`src/rtl/mdio_slv_pkg.sv`:
```
package mdio_slv_pkg;
  typedef enum logic [2:0] {
    PH_PRE   = 3'd0,
    PH_START = 3'd1,
    PH_OPC   = 3'd2,
    PH_PHYAD = 3'd3,
    PH_REGAD = 3'd4,
    PH_TA    = 3'd5,
    PH_DATA  = 3'd6
  } phase_t;

  localparam logic [1:0] OPC_READ = 2'b10;
  localparam int CTL_W = 3;
  localparam int CTL_VAL = 0;
  localparam int CTL_LD  = 1;
  localparam int CTL_MDC = 2;
endpackage

```
`src/rtl/mdc_edge_det.sv`:
```
module mdc_edge_det
  import mdio_slv_pkg::*;
(
  input  logic             clk,
  input  logic             rst,
  input  logic             ctl_wr,
  input  logic [CTL_W-1:0] ctl_wdata,
  output logic             host_mdio,
  output logic             mdc_rise,
  output logic             mdc_fall,
  output logic             smp_bit
);
  logic mdc_lvl;
  logic nxt_mdio;

  always_comb begin
    nxt_mdio = ctl_wdata[CTL_LD] ? ctl_wdata[CTL_VAL] : host_mdio;
  end

  always_ff @(posedge clk) begin
    if (rst) begin
      host_mdio <= 1'b0;
      mdc_lvl   <= 1'b0;
      mdc_rise  <= 1'b0;
      mdc_fall  <= 1'b0;
      smp_bit   <= 1'b0;
    end else begin
      mdc_rise <= 1'b0;
      mdc_fall <= 1'b0;
      if (ctl_wr) begin
        host_mdio <= nxt_mdio;
        smp_bit   <= nxt_mdio;
        mdc_lvl   <= ctl_wdata[CTL_MDC];
        mdc_rise  <= ctl_wdata[CTL_MDC] & ~mdc_lvl;
        mdc_fall  <= ~ctl_wdata[CTL_MDC] & mdc_lvl;
      end
    end
  end

  // a transition is either rising or falling, never both
  p_edge_excl_r2: assert property (@(posedge clk) disable iff (rst)
    !(mdc_rise && mdc_fall));
  // a rising pulse leaves the clock level high
  p_rise_level_r2: assert property (@(posedge clk) disable iff (rst)
    mdc_rise |-> mdc_lvl);
endmodule

```
`src/rtl/mdio_frame_fsm.sv`:
```
module mdio_frame_fsm
  import mdio_slv_pkg::*;
#(
  parameter int DATA_W    = 16,
  parameter int PHYAD_W   = 5,
  parameter int REGAD_W   = 5,
  parameter int PRE_EDGES = 64
) (
  input  logic               clk,
  input  logic               rst,
  input  logic               mdc_rise,
  input  logic               mdc_fall,
  input  logic               smp_bit,
  input  logic [PHYAD_W-1:0] cfg_addr,
  output phase_t             phase,
  output logic               is_read,
  output logic               addr_match,
  output logic [REGAD_W-1:0] regad,
  output logic [DATA_W-1:0]  wdat,
  output logic               rd_en,
  output logic               wr_en,
  output logic               load_out,
  output logic               shift_out,
  output logic               frame_done
);
  localparam int START_E = 2;
  localparam int OPC_E   = 4;
  localparam int PHYAD_E = 2 * PHYAD_W;
  localparam int REGAD_E = 2 * REGAD_W;
  localparam int TA_E    = 4;
  localparam int DATA_E  = 2 * DATA_W;
  localparam int MAXC    = (PRE_EDGES > DATA_E) ? PRE_EDGES : DATA_E;
  localparam int CNT_W   = $clog2(MAXC + 1) + 1;

  logic [CNT_W-1:0]   cnt;
  logic [CNT_W-1:0]   cnt_nx;
  logic [1:0]         opc;
  logic [PHYAD_W-1:0] phyad;
  logic               any_edge;

  assign any_edge   = mdc_rise | mdc_fall;
  assign is_read    = (opc == OPC_READ);
  assign addr_match = (phyad == cfg_addr);

  always_comb begin
    if (cnt >= CNT_W'(MAXC)) cnt_nx = cnt;
    else                     cnt_nx = cnt + 1'b1;
  end

  always_ff @(posedge clk) begin
    if (rst) begin
      phase      <= PH_PRE;
      cnt        <= '0;
      opc        <= '0;
      phyad      <= '0;
      regad      <= '0;
      wdat       <= '0;
      rd_en      <= 1'b0;
      wr_en      <= 1'b0;
      load_out   <= 1'b0;
      shift_out  <= 1'b0;
      frame_done <= 1'b0;
    end else begin
      rd_en      <= 1'b0;
      wr_en      <= 1'b0;
      load_out   <= 1'b0;
      frame_done <= 1'b0;
      shift_out  <= mdc_fall && (phase == PH_DATA) && is_read;
      if (any_edge) cnt <= cnt_nx;
      unique case (phase)
        PH_PRE: begin
          if (mdc_rise && cnt_nx >= CNT_W'(PRE_EDGES) && !smp_bit) begin
            cnt   <= '0;
            phase <= PH_START;
          end
        end
        PH_START: begin
          if (mdc_rise && cnt_nx == CNT_W'(START_E)) begin
            cnt   <= '0;
            opc   <= '0;
            phase <= PH_OPC;
          end
        end
        PH_OPC: begin
          if (mdc_rise) begin
            opc <= {opc[0], smp_bit};
            if (cnt_nx == CNT_W'(OPC_E)) begin
              cnt   <= '0;
              phyad <= '0;
              phase <= PH_PHYAD;
            end
          end
        end
        PH_PHYAD: begin
          if (mdc_rise) begin
            phyad <= {phyad[PHYAD_W-2:0], smp_bit};
            if (cnt_nx == CNT_W'(PHYAD_E)) begin
              cnt   <= '0;
              regad <= '0;
              phase <= PH_REGAD;
            end
          end
        end
        PH_REGAD: begin
          if (mdc_rise) begin
            regad <= {regad[REGAD_W-2:0], smp_bit};
            if (cnt_nx == CNT_W'(REGAD_E)) begin
              cnt   <= '0;
              phase <= PH_TA;
              rd_en <= is_read && addr_match;
            end
          end
        end
        PH_TA: begin
          if (mdc_rise && cnt_nx == CNT_W'(TA_E)) begin
            cnt      <= '0;
            wdat     <= '0;
            load_out <= 1'b1;
            phase    <= PH_DATA;
          end
        end
        PH_DATA: begin
          if (mdc_rise) begin
            if (!is_read) wdat <= {wdat[DATA_W-2:0], smp_bit};
            if (cnt_nx == CNT_W'(DATA_E)) begin
              cnt        <= '0;
              phase      <= PH_PRE;
              frame_done <= 1'b1;
              wr_en      <= !is_read && addr_match;
            end
          end
        end
        default: phase <= PH_PRE;
      endcase
    end
  end

  // preamble exit only after enough transitions were counted
  p_pre_exit_r3: assert property (@(posedge clk) disable iff (rst)
    (phase == PH_START && $past(phase) == PH_PRE) |-> ($past(cnt) >= CNT_W'(PRE_EDGES - 1)));
  // a read strobe needs a read opcode to a matching address
  p_rd_match_r6: assert property (@(posedge clk) disable iff (rst)
    rd_en |-> (is_read && addr_match && phase == PH_TA));
  // write strobe is a single cycle, issued on return to preamble
  p_wr_single_r7: assert property (@(posedge clk) disable iff (rst)
    wr_en |=> !wr_en);
  p_wr_phase_r7: assert property (@(posedge clk) disable iff (rst)
    wr_en |-> (phase == PH_PRE && !is_read));
  // phase encoding stays within the defined sequence
  p_phase_legal_r4: assert property (@(posedge clk) disable iff (rst)
    phase <= PH_DATA);
endmodule

```
`src/rtl/mdio_read_shifter.sv`:
```
module mdio_read_shifter #(
  parameter int DATA_W = 16
) (
  input  logic              clk,
  input  logic              rst,
  input  logic              rd_en,
  input  logic [DATA_W-1:0] reg_rdata,
  input  logic              addr_match,
  input  logic              is_read,
  input  logic              load_out,
  input  logic              shift_out,
  input  logic              frame_done,
  output logic              mdio_out,
  output logic              mdio_oe
);
  logic              rd_pend;
  logic [DATA_W-1:0] hold;
  logic [DATA_W-1:0] sreg;

  always_ff @(posedge clk) begin
    if (rst) begin
      rd_pend  <= 1'b0;
      hold     <= '0;
      sreg     <= '0;
      mdio_out <= 1'b0;
      mdio_oe  <= 1'b0;
    end else begin
      rd_pend <= rd_en;
      if (rd_pend) hold <= reg_rdata;
      if (frame_done) begin
        mdio_oe  <= 1'b0;
        mdio_out <= 1'b0;
      end else if (load_out && is_read) begin
        sreg     <= addr_match ? hold : '1;
        mdio_oe  <= 1'b1;
        mdio_out <= 1'b0;
      end else if (shift_out && mdio_oe) begin
        mdio_out <= sreg[DATA_W-1];
        sreg     <= {sreg[DATA_W-2:0], 1'b0};
      end
    end
  end

  // loading a read word turns the drive on
  p_load_oe_r5: assert property (@(posedge clk) disable iff (rst)
    (load_out && is_read && !frame_done) |=> mdio_oe);
  // the driven bit is quiet whenever the drive is off
  p_quiet_r9: assert property (@(posedge clk) disable iff (rst)
    !mdio_oe |-> !mdio_out);
  // the end of a frame always drops the drive
  p_done_release_r9: assert property (@(posedge clk) disable iff (rst)
    frame_done |=> !mdio_oe);
endmodule

```
`src/rtl/mdio_mgmt_slave.sv`:
```
module mdio_mgmt_slave
  import mdio_slv_pkg::*;
#(
  parameter int DATA_W    = 16,
  parameter int PHYAD_W   = 5,
  parameter int REGAD_W   = 5,
  parameter int PRE_EDGES = 64
) (
  input  logic               clk,
  input  logic               rst,
  input  logic [PHYAD_W-1:0] phy_addr_cfg,
  input  logic               ctl_wr,
  input  logic [CTL_W-1:0]   ctl_wdata,
  output logic               stat_mdio,
  output logic               mdio_out,
  output logic               mdio_oe,
  output logic               reg_rd_en,
  output logic               reg_wr_en,
  output logic [REGAD_W-1:0] reg_addr,
  output logic [DATA_W-1:0]  reg_wdata,
  input  logic [DATA_W-1:0]  reg_rdata
);
  logic   host_mdio;
  logic   mdc_rise;
  logic   mdc_fall;
  logic   smp_bit;
  phase_t phase;
  logic   is_read;
  logic   addr_match;
  logic   load_out;
  logic   shift_out;
  logic   frame_done;

  mdc_edge_det u_edge (
    .clk       (clk),
    .rst       (rst),
    .ctl_wr    (ctl_wr),
    .ctl_wdata (ctl_wdata),
    .host_mdio (host_mdio),
    .mdc_rise  (mdc_rise),
    .mdc_fall  (mdc_fall),
    .smp_bit   (smp_bit)
  );

  mdio_frame_fsm #(
    .DATA_W    (DATA_W),
    .PHYAD_W   (PHYAD_W),
    .REGAD_W   (REGAD_W),
    .PRE_EDGES (PRE_EDGES)
  ) u_fsm (
    .clk        (clk),
    .rst        (rst),
    .mdc_rise   (mdc_rise),
    .mdc_fall   (mdc_fall),
    .smp_bit    (smp_bit),
    .cfg_addr   (phy_addr_cfg),
    .phase      (phase),
    .is_read    (is_read),
    .addr_match (addr_match),
    .regad      (reg_addr),
    .wdat       (reg_wdata),
    .rd_en      (reg_rd_en),
    .wr_en      (reg_wr_en),
    .load_out   (load_out),
    .shift_out  (shift_out),
    .frame_done (frame_done)
  );

  mdio_read_shifter #(
    .DATA_W (DATA_W)
  ) u_shift (
    .clk        (clk),
    .rst        (rst),
    .rd_en      (reg_rd_en),
    .reg_rdata  (reg_rdata),
    .addr_match (addr_match),
    .is_read    (is_read),
    .load_out   (load_out),
    .shift_out  (shift_out),
    .frame_done (frame_done),
    .mdio_out   (mdio_out),
    .mdio_oe    (mdio_oe)
  );

  assign stat_mdio = mdio_oe ? mdio_out : host_mdio;

  // read and write strobes are exclusive
  p_strobe_excl_r10: assert property (@(posedge clk) disable iff (rst)
    !(reg_rd_en && reg_wr_en));
  // drive only in or right at the end of a read data phase
  p_oe_read_data_r9: assert property (@(posedge clk) disable iff (rst)
    mdio_oe |-> (is_read && (phase == PH_DATA || $past(phase) == PH_DATA)));
  // a read strobe is a single cycle
  p_rd_single_r5: assert property (@(posedge clk) disable iff (rst)
    reg_rd_en |=> !reg_rd_en);
endmodule

```
`config.mk`:
```
export PLATFORM = sky130hd
export DESIGN_NAME = mdio_mgmt_slave
export DESIGN_NICKNAME = d
export VERILOG_FILES = /design/src/rtl/mdio_slv_pkg.sv /design/src/rtl/mdc_edge_det.sv /design/src/rtl/mdio_frame_fsm.sv /design/src/rtl/mdio_read_shifter.sv /design/src/rtl/mdio_mgmt_slave.sv
export SDC_FILE = /design/constraint.sdc
export NUM_CORES = 1
export LEC_CHECK = 0
export CAP_MARGIN = 20
export CORE_ASPECT_RATIO = 1.75
export CORE_MARGIN = 1
export CORE_UTILIZATION = 40
export DETAILED_ROUTE_END_ITERATION = 10
export PLACE_DENSITY_LB_ADDON = 0.12
export SLEW_MARGIN = 20
export SYNTH_ARGS = -nofsm -noshare
export SYNTH_HDL_FRONTEND = slang
export SYNTH_SLANG_ARGS = --single-unit
export TNS_END_PERCENT = 10
```
`constraint.sdc`:
```
create_clock -name clk -period 6.3 [get_ports clk]
set_input_delay 1.26 -clock clk [delete_from_list [all_inputs] [get_ports clk]]
set_output_delay 1.26 -clock clk [all_outputs]
set_load 0.01 [all_outputs]
```
# --- Word-level counts from Yosys, hierarchy flattened ---
# Cells that the tools add are included.
word_totals:
  reg_bits: 83
  input_bits: 27
  out_inout_bits: 26
  elab_cells: 138
classes:
  add_sub_neg: 1
  order_cmp: 2
  n_eq_ne: 24
  n_mux: 45
  bitwise_logic: 13
  n_reduce_logical: 33
op_table:
  columns: ["operator", "n"]
  rows:
  - ["16-bit two-way mux", 6]
  - ["8-bit two-way mux", 11]
  - ["8-bit one-hot mux with 6 select lines", 1]
  - ["3-bit two-way mux", 11]
  - ["16-bit one-hot mux with 2 select lines", 1]
  - ["5-bit two-way mux", 6]
  - ["3-bit one-hot mux with 7 select lines", 1]
  - ["5-bit one-hot mux with 2 select lines", 2]
  - ["8-bit by 7-bit >= comparator with 1-bit output (second input constant)", 2]
  - ["2-bit by 1-bit != test with 1-bit output (second input constant)", 6]
  - ["2-bit != test (second input constant)", 6]
  - ["4-bit AND reduction", 3]
  - ["11-bit AND reduction", 1]
  - ["1-bit logical AND", 10]
  - ["1-bit NOT", 10]
  - ["2-bit nonzero test", 5]
  - ["3-bit equality test (second input constant)", 3]
  - ["8-bit by 1-bit adder with 8-bit output (second input constant)", 1]
  - ["8-bit by 2-bit equality test with 1-bit output (second input constant)", 1]
  - ["8-bit by 3-bit equality test with 1-bit output (second input constant)", 1]
  - ["8-bit by 4-bit equality test with 1-bit output (second input constant)", 1]
  - ["8-bit by 6-bit equality test with 1-bit output (second input constant)", 1]
  - ["2-bit OR reduction", 4]
  - ["4-bit OR reduction", 2]
  - ["14 further kinds", 22]

# --- Depth between registers and ports, before layout ---
logic_depth:
  ltp_word: 7
  ltp_mapped: 10
  mapped_depth_nobuf: 8

# --- Hierarchy ---
# From an unflattened synthesis, not the netlist that was laid out.
hier_totals:
  hier_cells: 431
  area_unflattened_um2: 3947.5
by_module_without_submodules:
  columns: ["mod", "n_inst", "cells_each", "area_each_um2", "seq_area_each_um2"]
  rows:
  - ["mdio_frame_fsm", 1, 280, 2324.7, 880.8]
  - ["mdio_read_shifter", 1, 138, 1457.6, 700.7]
  - ["mdc_edge_det", 1, 12, 150.1, 80.1]
  - ["mdio_mgmt_slave", 1, 1, 15.0, 0.0]

# --- Worst setup path before layout ---
# No wires, ideal clock.
synth_timing:
  path_kind: "input port to flip-flop"
  start: "in phy_addr_cfg[0]"
  end: "reg u_shift.sreg[10]"
  setup_ns: 0.132
  t_arrival_ns: 2.306
  required_time_ns: 6.168
  slack_ns: 3.862
  stages: 6
  n_path_buf: 1
  cell_sequence: "xor2_1 > nor3_1 > nand4_1 > clkbuf_1 > o221ai_1 > a21oi_1"
synth_between:
  elab_chain_cells: 3
synth_rtl:
  columns: ["element", "line", "text"]
  rows:
  - ["start, declared", "mdio_mgmt_slave.sv:11", "input logic [PHYAD_W-1:0] phy_addr_cfg,"]
  - ["5-bit equality test", "mdio_frame_fsm.sv:43", "assign addr_match = (phyad == cfg_addr);"]
  - ["16-bit two-way mux", "mdio_read_shifter.sv:34", "sreg <= addr_match ? hold : '1;"]
  - ["16-bit two-way mux", "mdio_read_shifter.sv:33", "end else if (load_out && is_read) begin"]
  - ["end signal, assigned", "mdio_read_shifter.sv:34", null]
  - ["end signal, assigned", "mdio_read_shifter.sv:39", "sreg <= {sreg[DATA_W-2:0], 1'b0};"]
  - ["end, declared", "mdio_read_shifter.sv:18", "logic [DATA_W-1:0] sreg;"]
# Every way passes these cells.
# A chain may end at the register's enable or synchronous reset.

# --- Worst setup path after layout ---
layout_timing:
  start: "in phy_addr_cfg[0]"
  end: "reg u_shift.sreg[14]"
# Same word-level chain as after synthesis.

==> flow_metrics.env <==
export IMPL_setup_violations=0
export IMPL_ys_ff_latch=83
export IMPL_period_share_pct=47.3
export IMPL_portBuffers=52
export IMPL_slowest_stage="nand4_1"
export IMPL_fin_setup_tns_ps=0
export IMPL_die_area_um2=9760
export IMPL_drc_errors=0
export IMPL_syn_nets=455
export IMPL_area_growth_syn_to_layout_pct=21.4
export IMPL_worstSetupEndpoint="u_shift.sreg[14]"
export IMPL_setup_worst_path_start="phy_addr_cfg[0]"
export IMPL_grt_max_degree=83
export IMPL_cp_max_fo=15
export IMPL_cts_setup_buffers=0
export IMPL_synth_flop_cell="dfxtp_1"
export IMPL_antenna_found_initial=0
export IMPL_drt_total_wl_um=8730
export IMPL_gr_total_overflow=0
export IMPL_power_density_nw_per_um2=256
export IMPL_wl_per_cell_um=15.0
export IMPL_clk_path_buf_depth=2
export IMPL_cp_depth=6
export IMPL_fill_cells=912
export IMPL_grt_pass1_vias=3014
export IMPL_path_class="input pin to flop"
export IMPL_drive_above_1_share_pct=6.03
export IMPL_synth_warnings=0
export IMPL_multi_input_area_um2=1910
export IMPL_firstDrtPassIters=4
export IMPL_hold_depth=2
export IMPL_dp_cells=568
export IMPL_async_flop_share_pct=0
export IMPL_via_per_inst=5.45
export IMPL_io_pins=53
export IMPL_crit_path_cell_trace="clkdlybuf4s50_1, xor2_1, nor3_1, nand4_1, o221ai_1, a21oi_1"
export IMPL_finalHoldViolations=0
export IMPL_startpoint_type="input pin"
export IMPL_arrival_ps=3170
export IMPL_ir_drop_v=0.000146
export IMPL_initial_core_util_pct=41.1
export IMPL_synth_cell_types=57
export IMPL_synth_top_cell_by_area="dfxtp_1"
export IMPL_endpoint_kind="flop"
export IMPL_htreeDepth=3
export IMPL_clock_latency_ps=340
export IMPL_status="completed"
export IMPL_cts_sinks=83
export IMPL_p_leak_uw=0.00150
export IMPL_worst_slew_pin_slew_ps=1150
export IMPL_critPathBufInv=1
export IMPL_synth_avg_cell_area_um2=8.76
export IMPL_fin_cells=584
export IMPL_grt_pass1_wl_um=14000
export IMPL_reg2reg_from="u_fsm.cnt[1]"
export IMPL_yosysSeqAreaShare_pct=44.4
export IMPL_seq_area_um2=1660
export IMPL_synth_top_area_share_pct=44.4
export IMPL_hp_class="flop to flop"
export IMPL_cts_buffers=9
export IMPL_drt_iter0_markers=147
export IMPL_max_freq_mhz=335
export IMPL_reg2reg_slack_ps=3420
export IMPL_diodes=0
export IMPL_slew_headroom_pct=23.0
export IMPL_path_clk_slew_ps=60
export IMPL_worst_r2r_path_depth=8
export IMPL_hpwlAfterDp_um=6050
export IMPL_vias=3180
export IMPL_cts_resized_gates=0
export IMPL_rsz0062_at_grt="false"
export IMPL_final_common_cell="dfxtp_1"
export IMPL_drv_cap=0
export IMPL_antenna_left=0
export IMPL_cts_root_buf="clkbuf_16"
export IMPL_finClkSkew_ps=3.97
export IMPL_crit_required_ps=6480
export IMPL_core_area_um2=9090
export IMPL_max_stage_delay_ps=570
export IMPL_gp_congestion=0.844
export IMPL_num_rows=46
export IMPL_slew_violations=0
export IMPL_timing_rr_end="u_fsm.cnt[6]"
export IMPL_cts_tree="yes"
export IMPL_synth_edf_count=0
export IMPL_synth_cells=427
export IMPL_syn_area_um2=3740
export IMPL_nets=487
export IMPL_period_needed_ps=2980
export IMPL_path_delay_family="simple AND/OR/NAND/NOR gates"
export IMPL_grt_usage_pct=18.8
export IMPL_final_cell_mix="dfxtp_1, clkdlybuf4s50_1, a21oi_1, nand2_1, nor2_1"
export IMPL_synthTopCellsByArea="dfxtp_1, a21oi_1, mux2i_1"
export IMPL_hold_buffers=0
export IMPL_fp_dieW_um=75.1
export IMPL_die_h_um=130
[metal layers]
layer  GRT usage [%]  up-vias  part of all wire, %
met1            19.9     1510                   41
met4            8.32        0                  1.9
li1                -     1615                    -
met3            3.78       12                  2.7
met5               0        -                    0
met2            34.8       43                   55
[worst min-delay path: cells and delay by family, from the launching register on]
family | cells | cell delay [ps]
flip-flops | 1 | 310
AND/OR/NAND/NOR | 1 | 50
AO/OA/AOI/OAI | 1 | 50
[per-stage QoR]
step                hold WS, ps  total power, uW  utilization [%]  setup WS, ps  cell area (um2)
global placement            434              681             46.9          2980             4260
detailed placement          436              683             46.9          2940             4260
CTS                         452             1180             49.9          3290             4540
global route                468             1220             49.9          3060             4540
finish                      453             1160             49.9          3320             4540
floorplan                   411              645                -          3860             3740
[flip-flops by register name (all words and copies together), names as in the netlist, 2 cells and up]
name / count
u_fsm.phase: 3
u_fsm.wdat: 16
u_shift.hold: 16
u_shift.sreg: 16
u_fsm.opc: 2
u_fsm.cnt: 8
u_fsm.phyad: 5
u_fsm.regad: 5
[worst min path at each step]
stage	from	to	slack [ps]
floorplan	u_edge.mdc_lvl	u_edge.mdc_rise	410
global placement	u_edge.mdc_lvl	u_edge.mdc_rise	430
detailed placement	u_edge.mdc_lvl	u_edge.mdc_rise	440
CTS	u_edge.mdc_lvl	u_edge.mdc_rise	450
global route	u_shift.sreg[2]	u_shift.sreg[2]	470
finish	u_shift.sreg[13]	u_shift.sreg[13]	450
[power breakdown]
group,internal [uW],switching [uW],total (uW)
clock network,288,203,491
registers,531,19.3,550
logic,55.0,66.7,122
total,874,289,1160
[cells in the mapped netlist (5+ instances only)]
master and count:
dfxtp_1 83, a21oi_1 44, nand2_1 39, nor2_1 38
nand3_1 27, o21ai_0 22, clkbuf_1 21, mux2i_1 19
nor3_1 15, o221ai_1 15, a22oi_1 7, nor2b_1 6
xor2_1 6, inv_1 5, xnor2_1 5
[final cells by class]
| type | instances | share of cell area [%] |
|---|---|---|
| sequential | 83 | 36.6 |
| tap | 120 | 3.31 |
| clock inverter | 4 | 0.523 |
| timing repair buffer | 53 | 11.5 |
| clock buffer | 12 | 5.65 |
| inverter | 5 | 0.413 |
| multi-input combinational | 307 | 42.0 |
[cells by family (layout without fill, tap and decap cells)]
kind of cell,after synthesis,in the layout,synth area share (%)
simple gates,158,158,21.6
compound gates,116,116,20.5
flops,83,83,44.4
buf+inv,37,74,4.55
mux,20,20,5.39
xor+xnor,12,12,3.18
fa+ha+maj,1,1,0.335
(Power assumes the default switching activity.)
